$ cat config.mk
export PLATFORM = sky130hd
export DESIGN_NAME = toggle_event_fifo
export DESIGN_NICKNAME = d
export VERILOG_FILES = /design/src/rtl/tpf_pkg.sv /design/src/rtl/tpf_edge.sv /design/src/rtl/tpf_ring.sv /design/src/rtl/toggle_event_fifo.sv
export SDC_FILE = /design/constraint.sdc
export NUM_CORES = 1
export LEC_CHECK = 0
export BUFFER_PORTS_ARGS = -buffer_cell sky130_fd_sc_hd__buf_2
export CORE_MARGIN = 1
export CORE_UTILIZATION = 60
export DETAILED_ROUTE_END_ITERATION = 16
export GPL_TIMING_DRIVEN = 0
export PLACE_DENSITY = 0.8
export SLEW_MARGIN = 0
export SYNTH_ARGS = -nofsm -noshare
export SYNTH_HDL_FRONTEND = slang
export SYNTH_HIERARCHICAL = 1
export SYNTH_SLANG_ARGS = --single-unit
$ cat constraint.sdc
create_clock -name clk -period 3.2 [get_ports clk]
set_input_delay 0 -clock clk [delete_from_list [all_inputs] [get_ports clk]]
set_output_delay 0 -clock clk [all_outputs]
set_load 0.05 [all_outputs]
$ cat src/rtl/tpf_pkg.sv
package tpf_pkg;
    localparam int DEF_WORD_W = 40;
    localparam int DEF_DEPTH  = 4;
    localparam int DEF_SYNC   = 2;

    // Shared state of one transition detector: synchroniser chain plus history flop.
    typedef struct packed {
        logic [DEF_SYNC:0] sh;
    } sync_t;

    function automatic logic flipped(input logic a, input logic b);
        return a ^ b;
    endfunction
endpackage

$ cat src/rtl/tpf_edge.sv
module tpf_edge
    import tpf_pkg::*;
(
    input  logic clk,
    input  logic rst_n,
    input  logic lvl_i,
    output logic ev_o
);
    sync_t q, d;

    always_comb begin
        d    = q;
        d.sh = {q.sh[DEF_SYNC-1:0], lvl_i};
        ev_o = flipped(q.sh[DEF_SYNC], q.sh[DEF_SYNC-1]);
    end

    always_ff @(posedge clk or negedge rst_n) begin
        if (!rst_n) q <= '0;
        else        q <= d;
    end
endmodule

$ cat src/rtl/tpf_ring.sv
module tpf_ring #(
    parameter int W     = 40,
    parameter int DEPTH = 4
) (
    input  logic                         clk,
    input  logic                         rst_n,
    input  logic                         push_i,
    input  logic [W-1:0]                 data_i,
    input  logic                         pop_i,
    output logic [W-1:0]                 head_o,
    output logic [$clog2(DEPTH+1)-1:0]   cnt_o
);
    localparam int PW = (DEPTH > 1) ? $clog2(DEPTH) : 1;
    localparam int CW = $clog2(DEPTH + 1);
    localparam logic [PW-1:0] LAST = PW'(DEPTH - 1);

    typedef struct packed {
        logic [DEPTH-1:0][W-1:0] mem;
        logic [PW-1:0]           wp;
        logic [PW-1:0]           rp;
        logic [CW-1:0]           cnt;
    } ring_t;

    ring_t q, d;

    function automatic logic [PW-1:0] step(input logic [PW-1:0] p);
        return (p == LAST) ? '0 : p + 1'b1;
    endfunction

    always_comb begin
        d = q;
        if (push_i) begin
            d.mem[q.wp] = data_i;
            d.wp        = step(q.wp);
        end
        if (pop_i) begin
            d.rp = step(q.rp);
        end
        case ({push_i, pop_i})
            2'b10:   d.cnt = q.cnt + 1'b1;
            2'b01:   d.cnt = q.cnt - 1'b1;
            default: d.cnt = q.cnt;
        endcase
    end

    always_ff @(posedge clk or negedge rst_n) begin
        if (!rst_n) q <= '0;
        else        q <= d;
    end

    assign head_o = q.mem[q.rp];
    assign cnt_o  = q.cnt;
endmodule

$ cat src/rtl/toggle_event_fifo.sv
module toggle_event_fifo
    import tpf_pkg::*;
#(
    parameter int W     = DEF_WORD_W,
    parameter int DEPTH = DEF_DEPTH
) (
    input  logic         clk,
    input  logic         rst_n,
    input  logic         wr_req_i,
    input  logic [W-1:0] wr_data_i,
    output logic         wr_ack_o,
    output logic         rd_req_o,
    output logic [W-1:0] rd_data_o,
    input  logic         rd_ack_i
);
    localparam int CW = $clog2(DEPTH + 1);
    localparam logic [CW:0] FULL_AT = (CW+1)'(DEPTH);

    typedef struct packed {
        logic         pend;
        logic         wr_ack;
        logic         rd_req;
        logic         out_valid;
        logic [W-1:0] out_data;
    } ctl_t;

    ctl_t q, d;

    logic          wr_ev, rd_ev;
    logic [W-1:0]  head;
    logic [CW-1:0] cnt;
    logic          push, pop, bypass, store, want, full, out_free;
    logic [CW:0]   occ;

    // One transition detector per incoming signalling wire.
    tpf_edge u_wr_edge (.clk(clk), .rst_n(rst_n), .lvl_i(wr_req_i), .ev_o(wr_ev));
    tpf_edge u_rd_edge (.clk(clk), .rst_n(rst_n), .lvl_i(rd_ack_i), .ev_o(rd_ev));

    tpf_ring #(.W(W), .DEPTH(DEPTH)) u_ring (
        .clk    (clk),
        .rst_n  (rst_n),
        .push_i (store),
        .data_i (wr_data_i),
        .pop_i  (pop),
        .head_o (head),
        .cnt_o  (cnt)
    );

    always_comb begin
        d        = q;
        want     = q.pend | wr_ev;
        occ      = {1'b0, cnt} + (CW+1)'(q.out_valid);
        full     = (occ >= FULL_AT);
        push     = want & ~full;
        out_free = ~q.out_valid | rd_ev;
        pop      = out_free & (cnt != '0);
        bypass   = out_free & (cnt == '0) & push;
        store    = push & ~bypass;

        d.pend   = want & ~push;
        d.wr_ack = q.wr_ack ^ push;

        if (pop) begin
            d.out_data  = head;
            d.rd_req    = ~q.rd_req;
            d.out_valid = 1'b1;
        end else if (bypass) begin
            d.out_data  = wr_data_i;
            d.rd_req    = ~q.rd_req;
            d.out_valid = 1'b1;
        end else if (rd_ev) begin
            d.out_valid = 1'b0;
        end
    end

    always_ff @(posedge clk or negedge rst_n) begin
        if (!rst_n) q <= '0;
        else        q <= d;
    end

    assign wr_ack_o  = q.wr_ack;
    assign rd_req_o  = q.rd_req;
    assign rd_data_o = q.out_data;
endmodule

=== After elaboration in Yosys (flattened, before gate mapping) ===
Index checks and enable logic that the tools add are counted.
Widths: inputs -> output; s select.

* Register bits after elaboration: 217
* Input bits: 44
* Logic and storage cells: 62

* Add/subtract/negate cells: 5
* $lt $le $gt $ge: 4
* Eq/ne operators: 4
* Multiplexer cells: 13
* Bitwise logic cells: 16
* Reductions and logical operators: 6

{| class="wikitable"
|+ Operator list
! kind !! count
|-
| $bwmux 160 || 1
|-
| $mux 40 || 3
|-
| $bmux 40 s2 || 1
|-
| $demux 40 s2 || 1
|-
| $mux 42 || 1
|-
| $and 1x1->1 || 6
|-
| $eq 2x2->1 const B || 3
|-
| $lt 2x3->1 const B || 2
|-
| $pmux 3 s2 || 1
|-
| $reduce_bool 3->1 || 2
|-
| $not 1->1 || 5
|-
| $add 2x1->2 const B || 2
|-
| $add 3x1->4 || 1
|-
| $ge 4x3->1 const B || 1
|-
| $mux 2 || 2
|-
| $reduce_bool 2->1 || 2
|-
| $add 3x1->3 const B || 1
|-
| $logic_not 3->1 || 1
|-
| $mux 1 || 3
|-
| $sub 3x1->3 const B || 1
|-
| $xor 1x1->1 || 3
|-
| $eq 2x1->1 const B || 1
|-
| $ge 2x1->1 const B || 1
|-
| $or 1x1->1 || 2
|-
| $logic_and 1x1->1 || 1
|}

=== Depth between registers and ports, before layout ===
Gate-level depths: netlist of run 1.

* Depth after elaboration: 9
* Mapped depth: 11

=== Hierarchy ===
Netlist of run 1, hierarchy kept.

{| class="wikitable"
|+ Modules (own cells, without submodules)
! module !! times used !! cells an instance !! area each (µm²) !! sequential area each (µm²)
|-
| tpf_ring || 1 || 422 || 7267.0 || 4179.0
|-
| toggle_event_fifo || 1 || 291 || 2703.8 || 1101.1
|-
| tpf_edge || 2 || 4 || 83.8 || 75.1
|}

=== Least setup slack after synthesis of run 1 ===
OpenSTA, ideal clock, no wires.

* Path kind: register -> register
* From: register u_ring.q, in the netlist u_ring/cnt_o[2]
* To: register u_ring.q, in the netlist u_ring/cnt_o[2]
* Library setup time: 0.125 ns
* Arrival: 2.364 ns
* Data required time: 3.075 ns
* Path slack: 0.710 ns
* Stages on the path, launching flop included: 12
* Path through: dfrtp_1 buf_4 buf_2 buf_2 nor3_1 o31a_1 inv_1 ha_1 fa_1 xnor2_1 nor2_1 xor2_1

* Longest elaborated chain between the ends: 9

{| class="wikitable"
|+ Ends and longest elaborated chain
! element !! RTL line !! text
|-
| from (decl) || tpf_ring.sv:24 || <nowiki>ring_t q, d;</nowiki>
|-
| from (signal assigned) || tpf_ring.sv:47 || <nowiki>if (!rst_n) q <= '0;</nowiki>
|-
| from (signal assigned) || tpf_ring.sv:48 || <nowiki>else q <= d;</nowiki>
|-
| $add 3x1->4 || toggle_event_fifo.sv:52 || <nowiki>occ = {1'b0, cnt} + (CW+1)'(q.out_valid);</nowiki>
|-
| $ge 4x3->1 || toggle_event_fifo.sv:53 || <nowiki>full = (occ >= FULL_AT);</nowiki>
|-
| $not 1->1 || toggle_event_fifo.sv:54 || <nowiki>push = want & ~full;</nowiki>
|-
| $and 1x1->1 || toggle_event_fifo.sv:54 ||
|-
| $and 1x1->1 || toggle_event_fifo.sv:57 || <nowiki>bypass = out_free & (cnt == '0) & push;</nowiki>
|-
| $not 1->1 || toggle_event_fifo.sv:58 || <nowiki>store = push & ~bypass;</nowiki>
|-
| $and 1x1->1 * || toggle_event_fifo.sv:58 ||
|-
| net store || toggle_event_fifo.sv:32 || <nowiki>logic push, pop, bypass, store, want, full, out_free;</nowiki>
|-
| $eq 2x1->1 or $eq 2x2->1 (tied branches) || tpf_ring.sv:39 || <nowiki>case ({push_i, pop_i})</nowiki>
|-
| $pmux 3 s2 or $reduce_bool 2->1 (tied branches) || - ||
|}

Mark *: on every way through the listed nets, which the timed path passes. The rest lies on a longest branch.
A chain may end at the register's enable or synchronous reset.

=== Worst setup path after layout of run 1 ===
Ends and elaborated chain as after synthesis.

==> results of run 1 <==
[Yosys cell counts (all sizes together), types with 6 or more instances]
master | n | area [µm²]
o22ai | 40 | 250
o31a | 41 | 359
nor2 | 6 | 22.5
ha | 6 | 75.1
mux4 | 40 | 901
a31oi | 40 | 250
mux2 | 163 | 1840
dfrtp | 217 | 5430
buf | 93 | 639
clkbuf | 9 | 33.8
inv | 43 | 161
[final timing paths]
check | cells past startpoint | slack (ns) | end | from
worst max-delay path | 11 | 0.23 | u_ring/cnt_o[2] | u_ring/cnt_o[2]
worst min-delay path | 2 | 0.12 | u_ring/q[56] | rst_n
worst max register to register | 11 | 0.23 | u_ring/cnt_o[2] | u_ring/cnt_o[2]
worst min register to register | 0 | 0.35 | u_wr_edge/q[1] | u_wr_edge/q[0]
max in group asynchronous | 3 | 2.05 | u_ring/q[90] | rst_n
min in group clk | 2 | 0.13 | u_rd_edge/q[0] | rd_ack_i
[power by group through the flow]
stage               Combinational, µW  Sequential [µW]  Clock, µW
floorplan                        5600             4660          0
global placement                 6760             4720          0
detailed placement               6980             4880          0
CTS                              7080             4840       2820
global route                     7550             5010       2930
finish                           7080             4870       2790
[layer usage]
layer / global-route usage / up-vias / routed length [µm]
li1: - / 2934 / -
met3: 0.0381 / 44 / 1030
met1: 0.357 / 3505 / 9490
met2: 0.488 / 197 / 12200
met5: 0 / - / 0
met4: 0.0988 / 0 / 465
[worst max-delay path, delay by kind of cell (launching register included)]
| family | cells | cell delay [ns] |
|---|---|---|
| buf+inv | 4 | 0.64 |
| flops | 1 | 0.39 |
| xor+xnor | 2 | 0.31 |
| simple gates | 2 | 0.55 |
| fa+ha+maj | 2 | 0.65 |
| compound gates | 1 | 0.37 |
[state kept, by name (all words and copies together), names as in the netlist]
signal / cells
q: 2
rd_data_o: 40
rd_req_o: 1
u_rd_edge/q: 3
u_ring/cnt_o: 3
u_ring/q: 164
u_wr_edge/q: 3
wr_ack_o: 1
[repair_timing]
item                      CTS  global route
gates resized for setup     0             0
hold buffers               43             0
hold endpoints to repair  301             0
[per-stage QoR]
stage | hold WS [ns] | util | cell area [µm²] | setup WS, ns | TNS, ns
final | 0.123 | 0.734 | 12100 | 0.231 | 0
after global routing | 0.135 | 0.734 | 12100 | 0.0694 | 0
after CTS | 0.124 | 0.734 | 12100 | 0.192 | 0
after detailed placement | 0.0857 | 0.658 | 10900 | 0.214 | 0
after global placement | 0.110 | 0.656 | 10800 | -1.21 | -258.12
after floorplan | -0.296 | - | 10100 | 0.710 | 0
[cell families (layout without fill, tap and decap cells)]
group / Yosys count / count (layout) / share of synthesized area
buffers and inverters: 145 / 317 / 0.0823
xor gates and xnor gates: 7 / 7 / 0.00605
DFF: 217 / 217 / 0.536
and+or+nand+nor: 18 / 18 / 0.00938
AOI/OAI and AO/OA: 124 / 124 / 0.0874
adders and majority gates: 7 / 7 / 0.00938
muxes: 203 / 203 / 0.270
[final cells by class]
| type | instances | area, µm² |
|---|---|---|
| sequential | 217 | 5430 |
| fill | 1026 | 4400 |
| multi-input combinational | 359 | 3870 |
| timing repair buffer | 129 | 893 |
| clock buffer | 33 | 706 |
| buffer | 102 | 673 |
| tap | 220 | 275 |
| inverter | 43 | 161 |
| clock inverter | 10 | 111 |
==> out/metrics.csv, run 1 <==
stage,metric,value,unit
outcome,outcome,"complete, no violations",
logic_synthesis,Main synth FF type,dfrtp_1,
cells_and_area,most frequent cells in the layout,"217 x dfrtp_1, 163 x mux2_2, 121 x buf_2",
placed_design,DPL Wire Length,14600,µm
sta,min cycle time layout,2.97,ns
critical_path,kind of critical path,flop to flop,
placed_design,Port Buffers,85,
logic_synthesis,Ys Warns,6,
cells_and_area,Post-Layout Cell Count,1113,
floorplanning,Placement Rows,47,
floorplanning,I/O pins,86,
clock_tree,clock-pin slew on the worst setup and hold paths,0.06,ns
critical_path,"most used cell, CP",buf_2,
grt,largest net degree at the start of global routing,119,
critical_path,CP startpoint kind,flop,
logic_synthesis,ys async rst share,1.00,
power_and_ir_drop,Max VDD drop,0.745,mV
floorplanning,die width,132,µm
logic_synthesis,number of synthesized flops with an enable pin,0,
clock_tree,CTS tree,built,
sta,Fin. Hold Viols,0,
routing,Residual DRC,0,
clock_tree,H-tree depth,1,
sta,final worst-path cycle share,0.928,
cells_and_area,P&R area growth vs syn,19.6,%
logic_synthesis,cells after synthesis,721,
cells_and_area,layout cells sized above 1,0.475,
logic_synthesis,"FF+latch count, synth",217,
logic_synthesis,Syn Area/Cell,14.1,µm²
cells_and_area,Antenna Cells,0,
grt,first-pass GRT wire length,38000,µm
power_and_ir_drop,Net Sw Frac,0.366,
sta,RSZ-0062 raised after global routing,no,
routing,Post-Route WL,23200,µm
job,max_cap viols,0,
power_and_ir_drop,Sequential Power Share,0.330,
power_and_ir_drop,Combinational Power Share,0.481,
critical_path,worst-path cell chain,buf_4 -> buf_2 -> buf_2 -> nor3_1 -> o31a_1 -> inv_1 -> ha_1 -> fa_1 -> xnor2_1 -> nor2_1 -> xor2_1,
sta,Clock Skew,0.0117,ns
routing,drt first-iter violations,373,
clock_tree,worst skew pair latency,0.51,ns
routing,Via density,6.00,
clock_tree,TritonCTS buffer count,24,
grt,Overall Global Routing Usage,0.279,
power_and_ir_drop,P_sw,5390,µW
sta,slew of the pin with the lowest slew margin,0.742,ns
sta,pins over their slew limit,0,
routing,Wirelength per Cell,20.8,µm
sta,endpoints failing setup,0,
power_and_ir_drop,clock share of power,0.189,
routing,DRT Pass-1 Iters,4,
grt,grt ovf,0,
min_path,Hold Crit Class,primary input to async pin,
power_and_ir_drop,Power Total,14700,µW
grt,vias in the first global route,7313,
floorplanning,die height,132,µm
placed_design,placer's final routability congestion estimate,0.767,
floorplanning,Starting Density,0.614,
floorplanning,Core ar.,0.0165,mm²
routing,via count,6680,
logic_synthesis,Syn Nets,772,
placed_design,Cells after DPL,1027,
logic_synthesis,register area share after synthesis,0.536,
routing,Post-DRT Antenna Nets,0,
cells_and_area,NumNets Final,927,
power_and_ir_drop,Leak,0.00534,µW
cells_and_area,"commonest non-fill, non-tap cell in the layout",dfrtp_1,
sta,FMAX,0.337,GHz
sta,Slew headroom,0.505,
critical_path,slowest CP cell,nor3_1,
critical_path,crit path DAT,3.39,ns
critical_path,crit end category,flop,
critical_path,Worst path max stage delay,0.43,ns
clock_tree,Sinks on Clock Net,217,
floorplanning,full die area,0.0174,mm²
power_and_ir_drop,power per cell area,1220,mW/mm²
logic_synthesis,post-synth cell types,26,
clock_tree,post-CTS setup buffer count,0,
logic_synthesis,Post-Syn Area,0.0101,mm²
clock_tree,clk buf depth,3,
critical_path,Worst Path Max Fanout,10,
clock_tree,Root Buffer,clkbuf_16,
grt,initial antenna violation count,0,
critical_path,Critical Path RT,3.62,ns
power_and_ir_drop,cell-internal power,9350,µW
(Power assumes the default switching activity.)
==> run 2: changes to the inputs <==
PLACE_DENSITY = 0.89   (was 0.8)
==> out/metrics.csv, run 2 (same netlist as run 1, synthesis figures left out) <==
stage,metric,value,unit,change
outcome,outcome,"complete, but fails checks",,
outcome,violated checks,design-rule violations,,
critical_path,crit path DAT,3.40,ns,about the same
cells_and_area,"commonest non-fill, non-tap cell in the layout",dfrtp_1,,
sta,Slew headroom,0.499,,-0.00642
clock_tree,TritonCTS buffer count,22,,-8.3%
critical_path,kind of critical path,flop to flop,,
routing,Residual DRC,2,,+2
grt,met1 Usage GRT,0.374,,+0.0169
sta,endpoints failing setup,0,,unchanged
power_and_ir_drop,Max VDD drop,0.581,mV,-22%
cells_and_area,Multi-input gate area,0.00388,mm²,+0.13%
floorplanning,Core ar.,0.0165,mm²,unchanged
grt,initial antenna violation count,0,,unchanged
cells_and_area,final instance area,0.0121,mm²,-0.55%
power_and_ir_drop,P_sw,5490,µW,+2.0%
cells_and_area,Antenna Cells,0,,unchanged
cells_and_area,NumNets Final,925,,-0.22%
floorplanning,die height,132,µm,unchanged
cells_and_area,max reg flops,164,,unchanged
clock_tree,clk buf depth,3,,unchanged
power_and_ir_drop,clock share of power,0.177,,-0.012
floorplanning,die width,132,µm,unchanged
cells_and_area,fillers,1015,,-1.1%
power_and_ir_drop,Net Sw Frac,0.374,,+0.00808
power_and_ir_drop,Sequential Power Share,0.335,,+0.005
sta,RSZ-0062 raised after global routing,no,,
grt,largest net degree at the start of global routing,121,,+1.7%
power_and_ir_drop,power per cell area,1220,mW/mm²,+0.33%
cells_and_area,most frequent cells in the layout,"217 x dfrtp_1, 163 x mux2_2, 121 x buf_2",,
grt,met2 usage,0.459,,-0.0288
cells_and_area,Reg area,0.00543,mm²,unchanged
placed_design,Port Buffers,85,,unchanged
routing,Post-DRT Antenna Nets,0,,unchanged
grt,first-pass GRT wire length,38300,µm,+0.96%
clock_tree,Root Buffer,clkbuf_16,,
grt,GRT Max-Usage Layer,met2,,
critical_path,Worst Path Max Fanout,8,,-2
routing,via count,6764,,+1.3%
power_and_ir_drop,Leak,0.00531,µW,-0.63%
critical_path,slowest CP cell,dfrtp_1,,
critical_path,worst-path cell chain,buf_4 -> buf_2 -> and3_1 -> nor3_2 -> o31a_1 -> inv_1 -> ha_1 -> fa_1 -> xnor2_1 -> nor2_1 -> xor2_1,,
routing,Wirelength per Cell,21.6,µm,+3.6%
critical_path,CP startpoint kind,flop,,
placed_design,placed inst area,0.0109,mm²,unchanged
cells_and_area,P&R area growth vs syn,18.9,%,
clock_tree,clock-pin slew on the worst setup and hold paths,0.06,ns,about the same
routing,drt first-iter violations,645,,+73%
floorplanning,Placement Rows,47,,unchanged
critical_path,R2R setup slack,0.22,ns,about the same
grt,Overall Global Routing Usage,0.282,,+0.00299
placed_design,Cells after DPL,1027,,unchanged
min_path,Hold Crit Class,primary input to async pin,,
critical_path,crit end category,flop,,
sta,Fin. Hold Viols,0,,unchanged
power_and_ir_drop,cell-internal power,9210,µW,-1.5%
cells_and_area,Largest Register,u_ring/q,,
placed_design,placer's final routability congestion estimate,0.753,,-1.7%
routing,Via density,6.09,,+1.5%
sta,setup_tns,0,ns,unchanged
sta,FMAX,0.335,GHz,-0.40%
critical_path,Reg2Reg Depth,11,,unchanged
clock_tree,post-CTS setup buffer count,0,,unchanged
sta,Clock Skew,0.00970,ns,-0.00196 ns
critical_path,worst r2r src,u_ring/cnt_o[0],,
critical_path,Critical Path RT,3.62,ns,about the same
floorplanning,I/O pins,86,,unchanged
floorplanning,full die area,0.0174,mm²,unchanged
sta,min cycle time layout,2.98,ns,+0.0120 ns
grt,met3 Usage GRT,0.0458,,+0.00769
cells_and_area,layout cells sized above 1,0.472,,-0.00289
clock_tree,Sinks on Clock Net,217,,unchanged
floorplanning,Starting Density,0.614,,unchanged
cells_and_area,Post-Layout Cell Count,1110,,-0.27%
routing,Post-Route WL,24000,µm,+3.3%
job,max_cap viols,0,,unchanged
clock_tree,CTS tree,built,,
critical_path,FF-to-FF End,u_ring/cnt_o[2],,
grt,grt ovf,0,,unchanged
sta,worst hold slack,0.104,ns,-0.0194 ns
placed_design,DPL Wire Length,14100,µm,-2.9%
cells_and_area,final core occ,0.730,,-0.00401
power_and_ir_drop,Combinational Power Share,0.488,,+0.007
sta,slew of the pin with the lowest slew margin,0.751,ns,+0.00963 ns
grt,vias in the first global route,7151,,-2.2%
routing,DRT Pass-1 Iters,10,,+6
critical_path,Worst path max stage delay,0.46,ns,+0.03 ns
sta,pins over their slew limit,0,,unchanged
sta,final worst-path cycle share,0.932,,+0.00376
clock_tree,worst skew pair latency,0.50,ns,about the same
clock_tree,H-tree depth,1,,unchanged
## run 2: worst max-delay path: cells and delay by family (launching register included)
kind	cells	cell delay [ns]
compound gates	1	0.38
xor+xnor	2	0.30
fa+ha+maj	2	0.66
buf+inv	3	0.47
flops	1	0.46
simple gates	3	0.64
## run 2: power groups by stage
stage	combinational [µW]	sequential, µW	clock, µW
after CTS	7070	4850	2630
after detailed placement	6920	4870	0
after global placement	6690	4760	0
after floorplan	5600	4660	0
after global routing	7590	5030	2740
final	7180	4920	2610
## run 2: what timing repair did
item	4_1_cts	5_1_grt
gates resized for setup	0	1
hold buffers	43	0
endpoints found under the hold margin	299	0
endpoints found under the setup margin	0	1
## run 2: worst max-delay path by stage
stage	to	startpoint	slack (ns)
6_report	u_ring/cnt_o[2]	u_ring/cnt_o[0]	0.22
5_1_grt	u_ring/cnt_o[2]	u_ring/cnt_o[2]	0.16
4_1_cts	u_ring/cnt_o[2]	u_ring/cnt_o[2]	0.18
3_5_place_dp	u_ring/cnt_o[2]	u_ring/cnt_o[0]	0.24
3_3_place_gp	u_ring/q[118]	rst_n	-1.47
2_1_floorplan	u_ring/cnt_o[2]	u_ring/cnt_o[2]	0.71
## run 2: cell type report
cell class / count / share of cell area
buffer: 102 / 0.0558
clock buffer: 35 / 0.0573
clock inverter: 5 / 0.00457
inverter: 43 / 0.0134
multi-input combinational: 359 / 0.322
sequential: 217 / 0.450
tap: 220 / 0.0228
timing repair buffer: 129 / 0.0741
## run 2: metrics by stage
| step | total power, µW | setup slack (ns) |
|---|---|---|
| floorplan | 10300 | 0.710 |
| global placement | 11500 | -1.47 |
| detailed placement | 11800 | 0.243 |
| CTS | 14500 | 0.183 |
| global route | 15400 | 0.162 |
| finish | 14700 | 0.219 |
## run 2: metal layers
layer / wire (µm) / vias up
met5: 0 / -
met4: 874 / 0
met3: 1270 / 77
met2: 12000 / 272
met1: 9780 / 3490
li1: - / 2925
==> run 3: changes to the inputs <==
CAP_MARGIN = 20   (was unset)
CORE_ASPECT_RATIO = 1.75   (was unset)
==> out/metrics.csv, run 3 (same netlist as run 1, synthesis figures left out) <==
stage,metric,value,unit,change
grt,largest net degree at the start of global routing,121,,unchanged
floorplanning,die height,174,µm,+32%
min_path,Hold Crit Class,primary input to async pin,,
placed_design,Cells after DPL,1032,,+0.49%
sta,endpoints failing setup,0,,unchanged
cells_and_area,"commonest non-fill, non-tap cell in the layout",dfrtp_1,,
critical_path,Worst path max stage delay,0.44,ns,-0.02 ns
power_and_ir_drop,P_sw,5570,µW,+1.3%
cells_and_area,most frequent cells in the layout,"217 x dfrtp_1, 163 x mux2_2, 121 x buf_2",,
cells_and_area,Multi-input gate area,0.00387,mm²,-0.13%
clock_tree,clock-pin slew on the worst setup and hold paths,0.07,ns,about the same
sta,final worst-path cycle share,0.957,,+0.0257
power_and_ir_drop,Combinational Power Share,0.498,,+0.010
cells_and_area,Largest Register,u_ring/q,,
clock_tree,H-tree depth,1,,unchanged
floorplanning,Starting Density,0.616,,+0.00294
cells_and_area,fillers,1031,,+1.6%
clock_tree,Root Buffer,clkbuf_16,,
routing,Via density,6.10,,+0.17%
sta,min cycle time layout,3.06,ns,+0.0822 ns
clock_tree,CTS resizes,0,,unchanged
clock_tree,worst skew pair latency,0.50,ns,about the same
grt,Overall Global Routing Usage,0.304,,+0.0220
routing,DRT Pass-1 Iters,7,,-3
outcome,outcome,"complete, no violations",,
floorplanning,Placement Rows,62,,+32%
grt,vias in the first global route,7378,,+3.2%
routing,Residual DRC,0,,-2
critical_path,crit path DAT,3.49,ns,+0.09 ns
sta,PnR worst setup slack,0.137,ns,-0.0822 ns
critical_path,CP startpoint kind,flop,,
sta,Slew headroom,0.558,,+0.0589
power_and_ir_drop,clock share of power,0.163,,-0.014
grt,grt ovf,0,,unchanged
clock_tree,TritonCTS buffer count,20,,-9.1%
placed_design,Port Buffers,85,,unchanged
cells_and_area,max reg flops,164,,unchanged
routing,Post-Route WL,25100,µm,+4.9%
placed_design,minimum setup slack after placement,0.312,ns,+0.0687 ns
cells_and_area,layout cells sized above 1,0.470,,-0.00232
critical_path,Critical Path RT,3.62,ns,about the same
cells_and_area,NumNets Final,925,,unchanged
power_and_ir_drop,cell-internal power,9010,µW,-2.1%
power_and_ir_drop,Max VDD drop,0.663,mV,+14%
cells_and_area,Post-Layout Cell Count,1112,,+0.18%
power_and_ir_drop,Net Sw Frac,0.382,,+0.00810
clock_tree,clk buf depth,3,,unchanged
job,max_cap viols,0,,unchanged
routing,Wirelength per Cell,22.6,µm,+4.7%
floorplanning,die width,100,µm,-24%
critical_path,Worst Path Max Fanout,10,,+2
critical_path,"most used cell, CP",buf_2,,
grt,first-pass GRT wire length,40100,µm,+4.7%
floorplanning,Core ar.,0.0164,mm²,-0.48%
power_and_ir_drop,power per cell area,1210,mW/mm²,-0.40%
sta,FMAX,0.326,GHz,-2.7%
cells_and_area,Antenna Cells,0,,unchanged
sta,pins over their slew limit,0,,unchanged
critical_path,crit end category,flop,,
routing,via count,6788,,+0.35%
floorplanning,I/O pins,86,,unchanged
cells_and_area,P&R area growth vs syn,18.4,%,
sta,RSZ-0062 raised after global routing,no,,
critical_path,kind of critical path,flop to flop,,
sta,Clock Skew,0.0108,ns,+0.00108 ns
grt,initial antenna violation count,0,,unchanged
power_and_ir_drop,Leak,0.00529,µW,-0.31%
placed_design,DPL Wire Length,14800,µm,+5.0%
critical_path,slowest CP cell,nor3_1,,
routing,drt first-iter violations,430,,-33%
routing,Post-DRT Antenna Nets,0,,unchanged
clock_tree,Sinks on Clock Net,217,,unchanged
sta,Fin. Hold Viols,0,,unchanged
sta,slew of the pin with the lowest slew margin,0.661,ns,-0.0906 ns
clock_tree,CTS tree,built,,
floorplanning,full die area,0.0174,mm²,+0.12%
power_and_ir_drop,Sequential Power Share,0.338,,+0.003
cells_and_area,Reg area,0.00543,mm²,unchanged
placed_design,placer's final routability congestion estimate,0.797,,+5.8%
critical_path,worst-path cell chain,buf_4 -> buf_2 -> buf_2 -> nor3_1 -> o31a_1 -> inv_1 -> ha_1 -> fa_1 -> xnor2_1 -> nor2_1 -> xor2_1,,
[run 3: stage by stage]
stage / hold WS [ns] / utilization / total power [µW] / setup TNS [ns] / cell area [µm²]
floorplan: -0.296 / - / 10300 / 0 / 10100
global placement: 0.108 / 0.659 / 11500 / -318.96 / 10800
detailed placement: -0.179 / 0.663 / 11800 / 0 / 10900
CTS: 0.140 / 0.730 / 14400 / 0 / 12000
global route: 0.156 / 0.730 / 15200 / 0 / 12000
finish: 0.119 / 0.730 / 14600 / 0 / 12000
[run 3: final cells by class]
cell class / instances / share of cell area
well taps: 224 / 0.0233
clock buffers: 32 / 0.0530
repair buffers: 131 / 0.0775
clock inverters: 4 / 0.00167
multi-input cells: 359 / 0.323
flip-flops and latches: 217 / 0.452
plain buffers: 102 / 0.0561
inverters: 43 / 0.0134
[run 3: metal layers]
layer / routed length, µm / GRT usage / vias up
li1: - / - / 2920
met1: 9160 / 0.367 / 3501
met2: 13400 / 0.515 / 267
met3: 1330 / 0.0470 / 100
met4: 1270 / 0.170 / 0
met5: 0 / 0 / -
[run 3: critical path: cells and delay by family, from the launching register on]
family / cells / cell delay, ns
adder cells (fa/ha/maj): 2 / 0.65
buffers and inverters: 4 / 0.64
AND/OR/NAND/NOR: 2 / 0.58
flip-flops: 1 / 0.41
AO/OA/AOI/OAI: 1 / 0.38
XOR/XNOR: 2 / 0.32
[run 3: path summary, 6_finish.rpt]
kind                       slack [ns]             from  depth (start not counted)               to
setup reg to reg                 0.14  u_ring/cnt_o[2]                         11  u_ring/cnt_o[2]
hold reg to reg                  0.35   u_rd_edge/q[0]                          0   u_rd_edge/q[1]
min in group clk                 0.15         wr_req_i                          2   u_wr_edge/q[0]
max in group asynchronous        2.11            rst_n                          3    rd_data_o[19]
hold / removal                   0.12            rst_n                          3     u_ring/q[66]
setup / recovery                 0.14  u_ring/cnt_o[2]                         11  u_ring/cnt_o[2]
[run 3: power by group through the flow]
stage	registers (µW)	logic, µW	clock network [µW]
floorplan	4660	5600	0
global placement	4770	6730	0
detailed placement	4850	6990	0
CTS	4840	7140	2400
global route	5050	7680	2520
finish	4930	7270	2380
[run 3: timing repair]
action / CTS / global route
hold buffers: 44 / 0
endpoints found under the hold margin: 334 / 0
setup buffers: 0 / 0
